### config.mk
export PLATFORM = sky130hd
export DESIGN_NAME = mulx_unit
export DESIGN_NICKNAME = d
export VERILOG_FILES = /design/src/rtl/mulx_pkg.sv /design/src/rtl/mulx_widen.sv /design/src/rtl/mulx_core.sv /design/src/rtl/mulx_scale.sv /design/src/rtl/mulx_unit.sv
export SDC_FILE = /design/constraint.sdc
export NUM_CORES = 1
export LEC_CHECK = 0
export BUFFER_PORTS_ARGS = -buffer_cell sky130_fd_sc_hd__buf_2
export CAP_MARGIN = 25
export CORE_MARGIN = 2
export CORE_UTILIZATION = 50
export CTS_BUF_LIST = sky130_fd_sc_hd__clkbuf_8
export CTS_CLUSTER_DIAMETER = 120
export DETAILED_ROUTE_END_ITERATION = 10
export MAX_ROUTING_LAYER = met4
export PLACE_DENSITY = 0.73
export REMOVE_ABC_BUFFERS = 1
export SETUP_SLACK_MARGIN = 0.5
export SKIP_CTS_REPAIR_TIMING = 1
export SLEW_MARGIN = 30
export SYNTH_ARGS = -nofsm -noshare
export SYNTH_HDL_FRONTEND = slang
export SYNTH_HIERARCHICAL = 1
export SYNTH_SLANG_ARGS = --single-unit
### constraint.sdc
create_clock -name clk -period 1.24 [get_ports clk]
set_clock_uncertainty 0.2 [all_clocks]
set_input_delay 0.062 -clock clk [delete_from_list [all_inputs] [get_ports clk]]
set_output_delay 0.062 -clock clk [all_outputs]
set_load 0.005 [all_outputs]
### src/rtl/mulx_pkg.sv
package mulx_pkg;

  // Meaning of the stored mode bit.
  typedef enum logic {
    MODE_INT  = 1'b0,
    MODE_FRAC = 1'b1
  } mulx_mode_e;

  // Operation class carried with each request.
  typedef enum logic {
    CLS_MCU = 1'b0,
    CLS_DSP = 1'b1
  } mulx_cls_e;

  localparam int unsigned MULX_OPERANDS = 2;

endpackage

### src/rtl/mulx_widen.sv
// Widens one operand by a single bit according to its signedness flag.
module mulx_widen #(
  parameter int unsigned OP_W = 16,
  localparam int unsigned EXT_W = OP_W + 1
) (
  input  logic [OP_W-1:0]  raw,
  input  logic             is_signed,
  output logic [EXT_W-1:0] wide
);

  logic top_fill;

  always_comb begin
    top_fill = is_signed & raw[OP_W-1];
    wide     = {top_fill, raw};
  end

endmodule

### src/rtl/mulx_core.sv
// Signed product of two widened operands, kept to KEEP_W low bits.
module mulx_core #(
  parameter int unsigned EXT_W  = 17,
  parameter int unsigned KEEP_W = 33
) (
  input  logic [EXT_W-1:0]  a,
  input  logic [EXT_W-1:0]  b,
  output logic [KEEP_W-1:0] p
);

  localparam int unsigned PAD_W = KEEP_W - EXT_W;

  logic signed [KEEP_W-1:0] a_ext;
  logic signed [KEEP_W-1:0] b_ext;

  always_comb begin
    a_ext = {{PAD_W{a[EXT_W-1]}}, a};
    b_ext = {{PAD_W{b[EXT_W-1]}}, b};
    p     = a_ext * b_ext;
  end

endmodule

### src/rtl/mulx_scale.sv
// Optional one-bit left shift with the vacated low bit cleared.
module mulx_scale #(
  parameter int unsigned KEEP_W = 33
) (
  input  logic [KEEP_W-1:0] p_in,
  input  logic              shift_en,
  output logic [KEEP_W-1:0] p_out
);

  always_comb begin
    if (shift_en) begin
      p_out = {p_in[KEEP_W-2:0], 1'b0};
    end else begin
      p_out = p_in;
    end
  end

endmodule

### src/rtl/mulx_unit.sv
module mulx_unit
  import mulx_pkg::*;
#(
  parameter int unsigned OP_W  = 16,
  parameter int unsigned OUT_W = 32,
  parameter int unsigned ACC_W = 40
) (
  input  logic             clk,
  input  logic             rst_n,
  input  logic             in_valid,
  input  logic [OP_W-1:0]  opa,
  input  logic [OP_W-1:0]  opb,
  input  logic             opa_signed,
  input  logic             opb_signed,
  input  logic             dsp_op,
  input  logic             mode_we,
  input  logic             mode_frac_in,
  output logic             out_valid,
  output logic [OUT_W-1:0] prod32,
  output logic [ACC_W-1:0] prod40
);

  localparam int unsigned EXT_W  = OP_W + 1;
  localparam int unsigned KEEP_W = OUT_W + 1;
  localparam int unsigned SEXT_W = ACC_W - KEEP_W;

  // ---------------- reset release synchroniser ----------------
  logic [1:0] rst_pipe;
  logic       rst_q_n;

  always_ff @(posedge clk or negedge rst_n) begin
    if (!rst_n) begin
      rst_pipe <= 2'b00;
    end else begin
      rst_pipe <= {rst_pipe[0], 1'b1};
    end
  end

  assign rst_q_n = rst_pipe[1];

  // ---------------- mode bit ----------------
  mulx_mode_e mode_q;
  mulx_mode_e mode_d;

  always_comb begin
    mode_d = mode_q;
    if (mode_we) begin
      mode_d = mulx_mode_e'(mode_frac_in);
    end
  end

  always_ff @(posedge clk or negedge rst_q_n) begin
    if (!rst_q_n) begin
      mode_q <= MODE_FRAC;
    end else begin
      mode_q <= mode_d;
    end
  end

  // ---------------- operand widening ----------------
  logic [OP_W-1:0]  raw_op  [MULX_OPERANDS];
  logic             raw_sgn [MULX_OPERANDS];
  logic [EXT_W-1:0] wide_op [MULX_OPERANDS];

  always_comb begin
    raw_op[0]  = opa;
    raw_op[1]  = opb;
    raw_sgn[0] = opa_signed;
    raw_sgn[1] = opb_signed;
  end

  for (genvar g = 0; g < MULX_OPERANDS; g++) begin : g_widen
    mulx_widen #(.OP_W(OP_W)) u_widen (
      .raw       (raw_op[g]),
      .is_signed (raw_sgn[g]),
      .wide      (wide_op[g])
    );
  end

  // ---------------- product and scaling ----------------
  logic [KEEP_W-1:0] prod_raw;
  logic [KEEP_W-1:0] prod_scaled;
  logic              scale_en;

  mulx_core #(.EXT_W(EXT_W), .KEEP_W(KEEP_W)) u_core (
    .a (wide_op[0]),
    .b (wide_op[1]),
    .p (prod_raw)
  );

  always_comb begin
    scale_en = (mulx_cls_e'(dsp_op) == CLS_DSP) && (mode_q == MODE_FRAC);
  end

  mulx_scale #(.KEEP_W(KEEP_W)) u_scale (
    .p_in     (prod_raw),
    .shift_en (scale_en),
    .p_out    (prod_scaled)
  );

  // ---------------- result register ----------------
  logic              vld_q;
  logic              vld_d;
  logic [KEEP_W-1:0] res_q;
  logic [KEEP_W-1:0] res_d;
  logic              res_en;

  always_comb begin
    vld_d  = in_valid;
    res_en = in_valid;
    res_d  = prod_scaled;
  end

  always_ff @(posedge clk or negedge rst_q_n) begin
    if (!rst_q_n) begin
      vld_q <= 1'b0;
    end else begin
      vld_q <= vld_d;
    end
  end

  always_ff @(posedge clk) begin
    if (res_en) begin
      res_q <= res_d;
    end
  end

  assign out_valid = vld_q;
  assign prod32    = res_q[OUT_W-1:0];
  assign prod40    = {{SEXT_W{res_q[OUT_W]}}, res_q};

  // ---------------- assertions ----------------
  // valid output follows the strobe by exactly one clock
  a_r8_one_cycle: assert property (@(posedge clk) disable iff (!rst_q_n)
    out_valid == $past(in_valid));

  // fractional DSP results always have a clear low bit
  a_r3_lsb_clear: assert property (@(posedge clk) disable iff (!rst_q_n)
    (in_valid && dsp_op && mode_q == MODE_FRAC) |=> (prod32[0] == 1'b0));

  // wide output agrees with narrow output and is a clean sign extension
  a_r10_sext: assert property (@(posedge clk) disable iff (!rst_q_n)
    out_valid |-> ((prod40[OUT_W-1:0] == prod32) &&
                   ((prod40[ACC_W-1:OUT_W] == '0) || (prod40[ACC_W-1:OUT_W] == '1))));

  // unsigned by unsigned, unscaled, can never be negative
  a_r1_uu_nonneg: assert property (@(posedge clk) disable iff (!rst_q_n)
    (in_valid && !opa_signed && !opb_signed && !(dsp_op && mode_q == MODE_FRAC))
      |=> (prod40[ACC_W-1:OUT_W] == '0));

  // the mode bit only moves on a write
  a_r7_mode_hold: assert property (@(posedge clk) disable iff (!rst_q_n)
    !mode_we |=> $stable(mode_q));

  // results hold while idle
  a_r11_hold: assert property (@(posedge clk) disable iff (!rst_q_n)
    (out_valid && !in_valid) |=> ($stable(prod32) && $stable(prod40)));

  // reset leaves the mode at fractional
  a_r6_mode_reset: assert property (@(posedge clk)
    $rose(rst_q_n) |-> (mode_q == MODE_FRAC));

endmodule

==> impl_metrics.env, run 1 <==
export IMPL_status="finished with violations"
export IMPL_violated_checks="hold timing, setup timing"
export IMPL_worstPathRequired_ps=1090
export IMPL_wl_met2_um=17100
export IMPL_max_clock_path_buffers=2
export IMPL_gp_routability_congestion=0.909
export IMPL_die_x_um=165
export IMPL_r2r_depth=3
export IMPL_h_tree_depth=2
export IMPL_worst_slack_ps=-4530
export IMPL_fmaxAchievable_ghz=0.173
export IMPL_endpoint="res_q[31]$_DFFE_PP_"
export IMPL_critPathMostFrequentCell="sky130_fd_sc_hd__fa_1"
export IMPL_detailedRoute_firstIterationViolations=462
export IMPL_num_io_pins=113
export IMPL_port_buffer_count=112
export IMPL_first_global_vias=10548
export IMPL_syn_avg_cell_area_sq_um=9.74
export IMPL_wirelength_met1_um=11600
export IMPL_ys_warnings_count=6
export IMPL_slew_viol_final=0
export IMPL_synth_area_leader_cell="sky130_fd_sc_hd__fa_1"
export IMPL_regToRegStartpoint="mode_q$_DFFE_PN1P_"
export IMPL_ys_ff_latch=37
export IMPL_grt_max_degree=35
export IMPL_final_instance_count_excl_fill=1875
export IMPL_synth_edff_count=33
export IMPL_sequential_fraction_of_the_synthesis_area=0.0842
export IMPL_timing_reg2reg_setup_slack_ps=-490
export IMPL_core_area_sq_um=25300
export IMPL_grt_remaining_overflow=0
export IMPL_critPathLaunch="opa[15]"
export IMPL_drive_gt1_frac=0.346
export IMPL_synth_largest_type_area_fraction=0.448
export IMPL_asyncSetResetFlopFracSynth=0.108
export IMPL_yosysUniqueCellTypes=55
export IMPL_yosys_top_cells_area="sky130_fd_sc_hd__fa_1 (45%), sky130_fd_sc_hd__inv_1 (9.0%), sky130_fd_sc_hd__ha_1 (8.0%)"
export IMPL_total_nets_final=1957
export IMPL_syn_inst=1332
export IMPL_clkTransAtPathRegs_ps=80
export IMPL_dieArea_sq_um=27200
export IMPL_remaining_drc_errors=0
export IMPL_grt_first_pass_wirelength_um=48000
export IMPL_worst_setup_path_start_kind="primary input"
export IMPL_root_buffer="sky130_fd_sc_hd__clkbuf_8"
export IMPL_worst_skew_pair_late_latency_ps=280
export IMPL_drt_first_pass_iters=5
export IMPL_rows=58
export IMPL_post_dp_hpwl_um=25100
export IMPL_cp_slowest_cell="sky130_fd_sc_hd__fa_2"
export IMPL_tritoncts="built"
export IMPL_antenna_diode_count=0
export IMPL_cp_buffers_inverters=7
export IMPL_timing_hold_violations_final=5
export IMPL_kind_of_cell_adding_the_most_delay_to_the_critical_path="adder cells"
export IMPL_die_h_um=165
export IMPL_worst_r2r_endpoint="res_q[30]$_DFFE_PP_"
export IMPL_placedCellCount=1838
export IMPL_worst_hold_slack_ps=-193
export IMPL_rsz0062_at_grt="true"
export IMPL_final_min_clock_period_ps=5770
export IMPL_dr_max_layer_used="met4"
export IMPL_routed_wirelength_um=30900
export IMPL_drt_vias_per_instance=5.05
export IMPL_critPathKind="in -> reg"
export IMPL_timing_hold_worst_class="in -> reg"
export IMPL_timing_critical_path_slowest_cell_delay_ps=610
export IMPL_grtUsageTotal=0.230
export IMPL_number_of_endpoints_failing_setup_at_the_final_stage=33
export IMPL_worstSetupPathDepth=24
export IMPL_worstPathMaxFanout=6
export IMPL_tritoncts_num_buffers=5
export IMPL_route_vias_total=9466
export IMPL_cap_viol_max_count=0
export IMPL_area_growth_synth_to_final_pct=24.4
export IMPL_yosys_most_used_dff="sky130_fd_sc_hd__edfxtp_1"
export IMPL_critical_path_arrival_ps=5620
export IMPL_cts_sinks=37
export IMPL_final_period_utilization=4.66
export IMPL_mappedNetlistArea_sq_um=13000
export IMPL_routed_wl_met3_um=1100
export IMPL_drt_wirelength_per_cell_um=16.5
export IMPL_fill_cells=1963
export IMPL_start_util=0.512
export IMPL_antenna_found_initial=0
export IMPL_postRouteAntennaNets=0
export IMPL_cells_along_the_critical_path="buf_6, and2_4, nand2_2, inv_2, fa_2, buf_4, fa_1, fa_1, fa_1, fa_1, inv_1, fa_1, inv_1, ha_4, buf_4, and3_4, nand2_1, o21ai_1, buf_4, a31oi_4, o41ai_4, a21oi_2, xnor2_2, mux2_4"
export IMPL_critical_path_endpoint_type="register"
metrics by stage:
step                utilization  hold WS, ps  setup slack, ps  area [sq um]  TNS, ps
floorplan                     -         -434            -5080         12200  -118250
global placement          0.576         -352            -5060         14600  -128920
detailed placement        0.576         -351            -5200         14600  -130230
CTS                       0.580         -669            -4880         14700  -120890
global route              0.637         -198            -4770         16100  -119500
finish                    0.637         -193            -4530         16100  -114770
routing by layer:
metal	global-route usage	up-vias
li1	-	4276
met1	0.264	4876
met4	0.0625	0
met2	0.432	243
met5	-	-
met3	0.0182	71
state kept, by name (all words and copies together) (netlist names):
register and cells:
rst_pipe 2, res_q 33, mode_q 1, out_valid 1
synthesized netlist by cell type (20+ instances only):
cell type                    n
sky130_fd_sc_hd__xnor2_1    28
sky130_fd_sc_hd__inv_1     310
sky130_fd_sc_hd__clkbuf_1   39
sky130_fd_sc_hd__nor2_1     24
sky130_fd_sc_hd__mux2_4     30
sky130_fd_sc_hd__edfxtp_1   33
sky130_fd_sc_hd__fa_1      290
sky130_fd_sc_hd__buf_4      73
sky130_fd_sc_hd__a21oi_1    20
sky130_fd_sc_hd__ha_1       83
sky130_fd_sc_hd__and2_1    145
sky130_fd_sc_hd__nand2_1   148
final cells by class:
type,instances,area [sq um],area share
Multi-Input combinational cell,866,10700,0.666
Inverter,310,1160,0.0721
Clock inverter,3,13.8,0.000853
Tap cell,330,413,0.0256
Clock buffer,5,68.8,0.00427
Timing Repair Buffer,324,2630,0.163
Sequential cell,37,1090,0.0677
how the worst min path moves through the flow:
| stage | start | end | slack (ps) | cells after the start |
|---|---|---|---|---|
| floorplan | rst_n | rst_pipe[0]$_DFF_PN0_ | -430 | 0 |
| finish | mode_frac_in | mode_q$_DFFE_PN1P_ | -190 | 2 |
| detailed placement | rst_n | rst_pipe[0]$_DFF_PN0_ | -350 | 1 |
| global placement | rst_n | rst_pipe[1]$_DFF_PN0_ | -350 | 1 |
| global route | mode_frac_in | mode_q$_DFFE_PN1P_ | -200 | 2 |
| CTS | rst_n | rst_pipe[0]$_DFF_PN0_ | -670 | 1 |
cell usage in the layout (no fill, tap or decap), types with 9 or more instances in the layout:
cell,Yosys,routed
sky130_fd_sc_hd__buf_4,73,156
sky130_fd_sc_hd__fa_1,290,277
sky130_fd_sc_hd__and2_4,0,31
sky130_fd_sc_hd__nand2_1,148,140
sky130_fd_sc_hd__edfxtp_1,33,33
sky130_fd_sc_hd__and2_1,145,114
sky130_fd_sc_hd__inv_2,0,27
sky130_fd_sc_hd__ha_4,0,25
sky130_fd_sc_hd__a21oi_2,1,11
sky130_fd_sc_hd__inv_1,310,284
sky130_fd_sc_hd__fa_2,0,13
sky130_fd_sc_hd__xnor2_1,28,18
sky130_fd_sc_hd__ha_1,83,54
sky130_fd_sc_hd__mux2_4,30,31
sky130_fd_sc_hd__nor2_1,24,17
sky130_fd_sc_hd__buf_6,1,68
sky130_fd_sc_hd__a21o_1,11,11
sky130_fd_sc_hd__buf_2,3,84
sky130_fd_sc_hd__xnor2_2,0,9
cell families after synthesis:
group                      count (synthesis)  synth area share
and+or+nand+nor                          346             0.134
adders and majority gates                373             0.528
buffers and inverters                    429             0.150
xor gates and xnor gates                  37            0.0250
AOI/OAI and AO/OA                         76            0.0421
DFF                                       37            0.0842
muxes                                     33            0.0373
other                                      1          0.000289
Power of run 1 is left out: the tool's default activity adds up to more than one toggle a clock period on the data nets, which glitch-free logic cannot reach.
==> run 2: changes to the inputs <==
==> constraint.sdc (replaced) <==
create_clock -name clk -period 1.24 [get_ports clk]
set_clock_uncertainty 0.2 [all_clocks]
set_input_delay 0.248 -clock clk [delete_from_list [all_inputs] [get_ports clk]]
set_output_delay 0.248 -clock clk [all_outputs]
set_load 0.005 [all_outputs]
==> impl_metrics.env, run 2 (synthesized netlist as in run 1, its figures left out) <==
export IMPL_grt_first_pass_wirelength_um=47600
export IMPL_post_dp_cell_area_sq_um=14600
export IMPL_critPathMostFrequentCell="sky130_fd_sc_hd__fa_1"
export IMPL_worst_setup_path_start_kind="primary input"
export IMPL_grtUsageTotal=0.228
export IMPL_drt_vias_per_instance=5.04
export IMPL_fill_cells=1919
export IMPL_dieArea_sq_um=27200
export IMPL_cells_along_the_critical_path="buf_6, and2_4, nand2_4, inv_2, fa_2, buf_4, fa_1, fa_1, fa_1, fa_1, inv_1, fa_1, inv_1, ha_1, a21oi_1, o21ai_2, a211oi_2, a211o_1, a31oi_4, o2111a_1, o31ai_1, o21ai_1, mux2_2"
export IMPL_max_clock_path_buffers=2
export IMPL_total_nets_final=1963
export IMPL_violated_checks="hold timing, setup timing"
export IMPL_number_of_endpoints_failing_setup_at_the_final_stage=105
export IMPL_design_area_sq_um=16300
export IMPL_multi_input_area_sq_um=10700
export IMPL_largest_reg_flops=33
export IMPL_worst_slack_ps=-4710
export IMPL_rsz0062_at_grt="true"
export IMPL_drt_first_pass_iters=5
export IMPL_critical_path_endpoint_type="register"
export IMPL_timing_hold_worst_class="reg -> async"
export IMPL_root_buffer="sky130_fd_sc_hd__clkbuf_8"
export IMPL_gp_routability_congestion=0.910
export IMPL_cts_sinks=37
export IMPL_routed_wirelength_um=31100
export IMPL_grt_max_degree=35
export IMPL_worstPathRequired_ps=1090
export IMPL_die_x_um=165
export IMPL_area_growth_synth_to_final_pct=25.5
export IMPL_first_global_vias=10358
export IMPL_most_common_layout_cells="sky130_fd_sc_hd__inv_1 (283), sky130_fd_sc_hd__fa_1 (276), sky130_fd_sc_hd__buf_4 (161)"
export IMPL_antenna_diode_count=0
export IMPL_dp_slack_ps=-5430
export IMPL_layout_top_registers="res_q x33, rst_pipe x2"
export IMPL_grt_remaining_overflow=0
export IMPL_critical_path_arrival_ps=5800
export IMPL_start_util=0.512
export IMPL_layout_cells_most_common="sky130_fd_sc_hd__inv_1"
export IMPL_antenna_found_initial=0
export IMPL_port_buffer_count=112
export IMPL_fmaxAchievable_ghz=0.168
export IMPL_cp_slowest_cell="sky130_fd_sc_hd__fa_2"
export IMPL_timing_critical_path_slowest_cell_delay_ps=630
export IMPL_h_tree_depth=2
export IMPL_timing_hold_violations_final=2
export IMPL_top_register="res_q"
export IMPL_worst_hold_slack_ps=-176
export IMPL_drt_wirelength_per_cell_um=16.5
export IMPL_postRouteAntennaNets=0
export IMPL_core_area_sq_um=25300
export IMPL_remaining_drc_errors=0
export IMPL_regArea_sq_um=1090
export IMPL_worst_skew_pair_late_latency_ps=290
export IMPL_critPathKind="in -> reg"
export IMPL_die_h_um=165
export IMPL_drive_gt1_frac=0.345
export IMPL_detailedRoute_firstIterationViolations=449
export IMPL_rows=58
export IMPL_final_min_clock_period_ps=5950
export IMPL_cap_viol_max_count=0
export IMPL_route_vias_total=9488
export IMPL_post_dp_hpwl_um=24800
export IMPL_tritoncts_num_buffers=5
export IMPL_clkTransAtPathRegs_ps=80
export IMPL_slew_viol_final=0
export IMPL_status="finished with violations"
export IMPL_worstPathMaxFanout=7
export IMPL_num_io_pins=113
export IMPL_tritoncts="built"
export IMPL_final_period_utilization=4.80
-- run 2: area by class of cell --
class | count | share of cell area
inverter | 310 | 0.0715
clock inverter | 3 | 0.00400
multi-input combinational | 866 | 0.659
sequential | 37 | 0.0671
timing repair buffer | 330 | 0.169
clock buffer | 5 | 0.00423
tap | 330 | 0.0254
-- run 2: per-layer routing --
layer | GRT usage | vias up | part of all wire
li1 | - | 4287 | -
met4 | 0.0462 | 0 | 0.027
met5 | - | - | 0
met2 | 0.429 | 241 | 0.55
met3 | 0.0200 | 70 | 0.034
met1 | 0.266 | 4890 | 0.38
-- run 2: worst paths after layout --
path / start / to / cells after the start / slack, ps
max: opa[15] / res_q[32]$_DFFE_PP_ / 23 / -4710
min: rst_pipe[1]$_DFF_PN0_ / out_valid$_DFF_PN0_ / 0 / -180
max reg2reg: mode_q$_DFFE_PN1P_ / res_q[30]$_DFFE_PP_ / 3 / -480
min reg2reg: rst_pipe[1]$_DFF_PN0_ / out_valid$_DFF_PN0_ / 0 / -180
max in group asynchronous: rst_n / rst_pipe[1]$_DFF_PN0_ / 2 / 670
min in group clk: mode_frac_in / mode_q$_DFFE_PN1P_ / 2 / -10
-- run 2: through the flow --
step	TNS (ps)	utilization	hold slack (ps)	cells
global route	-132480	0.643	-167	1881
floorplan	-123640	-	-248	1213
detailed placement	-136630	0.577	-183	1839
global placement	-134880	0.577	-186	1839
finish	-124980	0.643	-176	1881
CTS	-131200	0.582	-496	1847
-- run 2: worst max-delay path, delay by kind of cell --
kind,cells,cell delay (ps)
buffers and inverters,5,350
AOI/OAI and AO/OA,8,1330
muxes,1,260
adders and majority gates,7,3330
and+or+nand+nor,2,280
Power of run 2 is left out for the same reason.
==> run 3: changes to the inputs <==
--- a/config.mk
+++ b/config.mk
@@ -7,13 +7,16 @@
 export LEC_CHECK = 0
 export BUFFER_PORTS_ARGS = -buffer_cell sky130_fd_sc_hd__buf_2
 export CAP_MARGIN = 25
+export CELL_PAD_IN_SITES_DETAIL_PLACEMENT = 1
+export CELL_PAD_IN_SITES_GLOBAL_PLACEMENT = 1
 export CORE_MARGIN = 2
 export CORE_UTILIZATION = 50
 export CTS_BUF_LIST = sky130_fd_sc_hd__clkbuf_8
 export CTS_CLUSTER_DIAMETER = 120
 export DETAILED_ROUTE_END_ITERATION = 10
+export GPL_TIMING_DRIVEN = 0
 export MAX_ROUTING_LAYER = met4
-export PLACE_DENSITY = 0.73
+export PLACE_DENSITY = 0.89
 export REMOVE_ABC_BUFFERS = 1
 export SETUP_SLACK_MARGIN = 0.5
 export SKIP_CTS_REPAIR_TIMING = 1
==> impl_metrics.env, run 3 (synthesized netlist as in run 1, its figures left out) <==
export IMPL_tritoncts="built"
export IMPL_core_area_sq_um=25300
export IMPL_max_clock_path_buffers=2
export IMPL_h_tree_depth=2
export IMPL_cells_along_the_critical_path="buf_16, and2_4, buf_6, buf_6, nand2b_4, fa_1, fa_1, inv_2, fa_1, fa_2, fa_1, inv_2, fa_1, inv_1, ha_1, a21oi_1, nor2_2, a211oi_2, buf_4, a31oi_4, o2111a_1, o31ai_1, o21ai_1, mux2_2"
export IMPL_post_dp_hpwl_um=28900
export IMPL_worst_slack_ps=-5180
export IMPL_tritoncts_num_buffers=5
export IMPL_worst_skew_pair_late_latency_ps=310
export IMPL_area_growth_synth_to_final_pct=17.5
export IMPL_die_h_um=165
export IMPL_slew_viol_final=0
export IMPL_most_common_layout_cells="sky130_fd_sc_hd__inv_1 (280), sky130_fd_sc_hd__fa_1 (272), sky130_fd_sc_hd__nand2_1 (142)"
export IMPL_worst_setup_path_start_kind="primary input"
export IMPL_worstPathRequired_ps=1110
export IMPL_timing_critical_path_slowest_cell_delay_ps=580
export IMPL_port_buffer_count=112
export IMPL_number_of_endpoints_failing_setup_at_the_final_stage=106
export IMPL_grt_remaining_overflow=0
export IMPL_critPathKind="in -> reg"
export IMPL_root_buffer="sky130_fd_sc_hd__clkbuf_8"
export IMPL_drt_first_pass_iters=7
export IMPL_num_io_pins=113
export IMPL_fmaxAchievable_ghz=0.156
export IMPL_critical_path_arrival_ps=6290
export IMPL_start_util=0.512
export IMPL_total_nets_final=1818
export IMPL_drive_gt1_frac=0.287
export IMPL_first_global_vias=11089
export IMPL_timing_reg2reg_setup_slack_ps=-540
export IMPL_largest_reg_flops=33
export IMPL_cts_sinks=37
export IMPL_violated_checks="hold timing, setup timing"
export IMPL_grtUsageTotal=0.279
export IMPL_remaining_drc_errors=0
export IMPL_timing_hold_worst_class="reg -> async"
export IMPL_drt_vias_per_instance=5.79
export IMPL_antenna_found_initial=0
export IMPL_worstPathMaxFanout=6
export IMPL_die_x_um=165
export IMPL_worst_hold_slack_ps=-158
export IMPL_cp_slowest_cell="sky130_fd_sc_hd__fa_2"
export IMPL_status="finished with violations"
export IMPL_critPathMostFrequentCell="sky130_fd_sc_hd__fa_1"
export IMPL_route_vias_total=10045
export IMPL_grt_max_degree=35
export IMPL_clkTransAtPathRegs_ps=80
export IMPL_final_min_clock_period_ps=6420
export IMPL_antenna_diode_count=0
export IMPL_dieArea_sq_um=27200
export IMPL_grt_first_pass_wirelength_um=55800
export IMPL_routed_wirelength_um=46400
export IMPL_layout_top_registers="res_q x33, rst_pipe x2"
export IMPL_rows=58
export IMPL_critical_path_endpoint_type="register"
export IMPL_setup_tns_ps=-133580
export IMPL_gp_routability_congestion=0.869
export IMPL_cap_viol_max_count=0
export IMPL_postRouteAntennaNets=0
export IMPL_rsz0062_at_grt="true"
export IMPL_final_period_utilization=5.18
export IMPL_top_register="res_q"
export IMPL_timing_hold_violations_final=1
export IMPL_layout_cells_most_common="sky130_fd_sc_hd__inv_1"
export IMPL_detailedRoute_firstIterationViolations=614
export IMPL_drt_wirelength_per_cell_um=26.8
[run 3: layer usage]
layer / share of wire / GRT usage / up-vias
met5: 0 / - / -
met4: 0.091 / 0.151 / 0
met3: 0.052 / 0.0280 / 292
met2: 0.53 / 0.530 / 544
met1: 0.33 / 0.280 / 5216
li1: - / - / 3993
[run 3: worst paths after layout]
path / start / to / depth (start not counted)
worst max-delay path: opb[15] / res_q[32]$_DFFE_PP_ / 24
worst min-delay path: rst_pipe[1]$_DFF_PN0_ / out_valid$_DFF_PN0_ / 0
worst max register to register: mode_q$_DFFE_PN1P_ / res_q[32]$_DFFE_PP_ / 3
worst min register to register: rst_pipe[1]$_DFF_PN0_ / out_valid$_DFF_PN0_ / 0
max in group asynchronous: rst_n / rst_pipe[1]$_DFF_PN0_ / 2
min in group clk: in_valid / out_valid$_DFF_PN0_ / 1
[run 3: critical path, delay by kind of cell]
kind	cells	cell delay [ps]
AOI/OAI and AO/OA	6	1180
adders and majority gates	7	3490
buffers and inverters	7	780
muxes	1	270
and+or+nand+nor	3	310
[run 3: stage by stage]
step	utilization	setup WS (ps)	instance area [sq um]	hold slack, ps	cells
4_1_cts	0.525	-6170	13300	-489	1664
2_1_floorplan	-	-5260	12200	-248	1213
6_report	0.602	-5180	15200	-158	1736
5_1_grt	0.602	-5300	15200	-150	1736
3_5_place_dp	0.521	-6480	13200	-178	1656
3_3_place_gp	0.520	-6120	13200	-186	1655
[run 3: cell type report]
| class | count | area [sq um] |
|---|---|---|
| Tap cell | 330 | 413 |
| Timing Repair Buffer | 184 | 1660 |
| Sequential cell | 37 | 1090 |
| Clock buffer | 5 | 68.8 |
| Inverter | 310 | 1170 |
| Fill cell | 2697 | 10100 |
| Clock inverter | 3 | 41.3 |
| Multi-Input combinational cell | 867 | 10800 |
Power of run 3 is left out for the same reason.
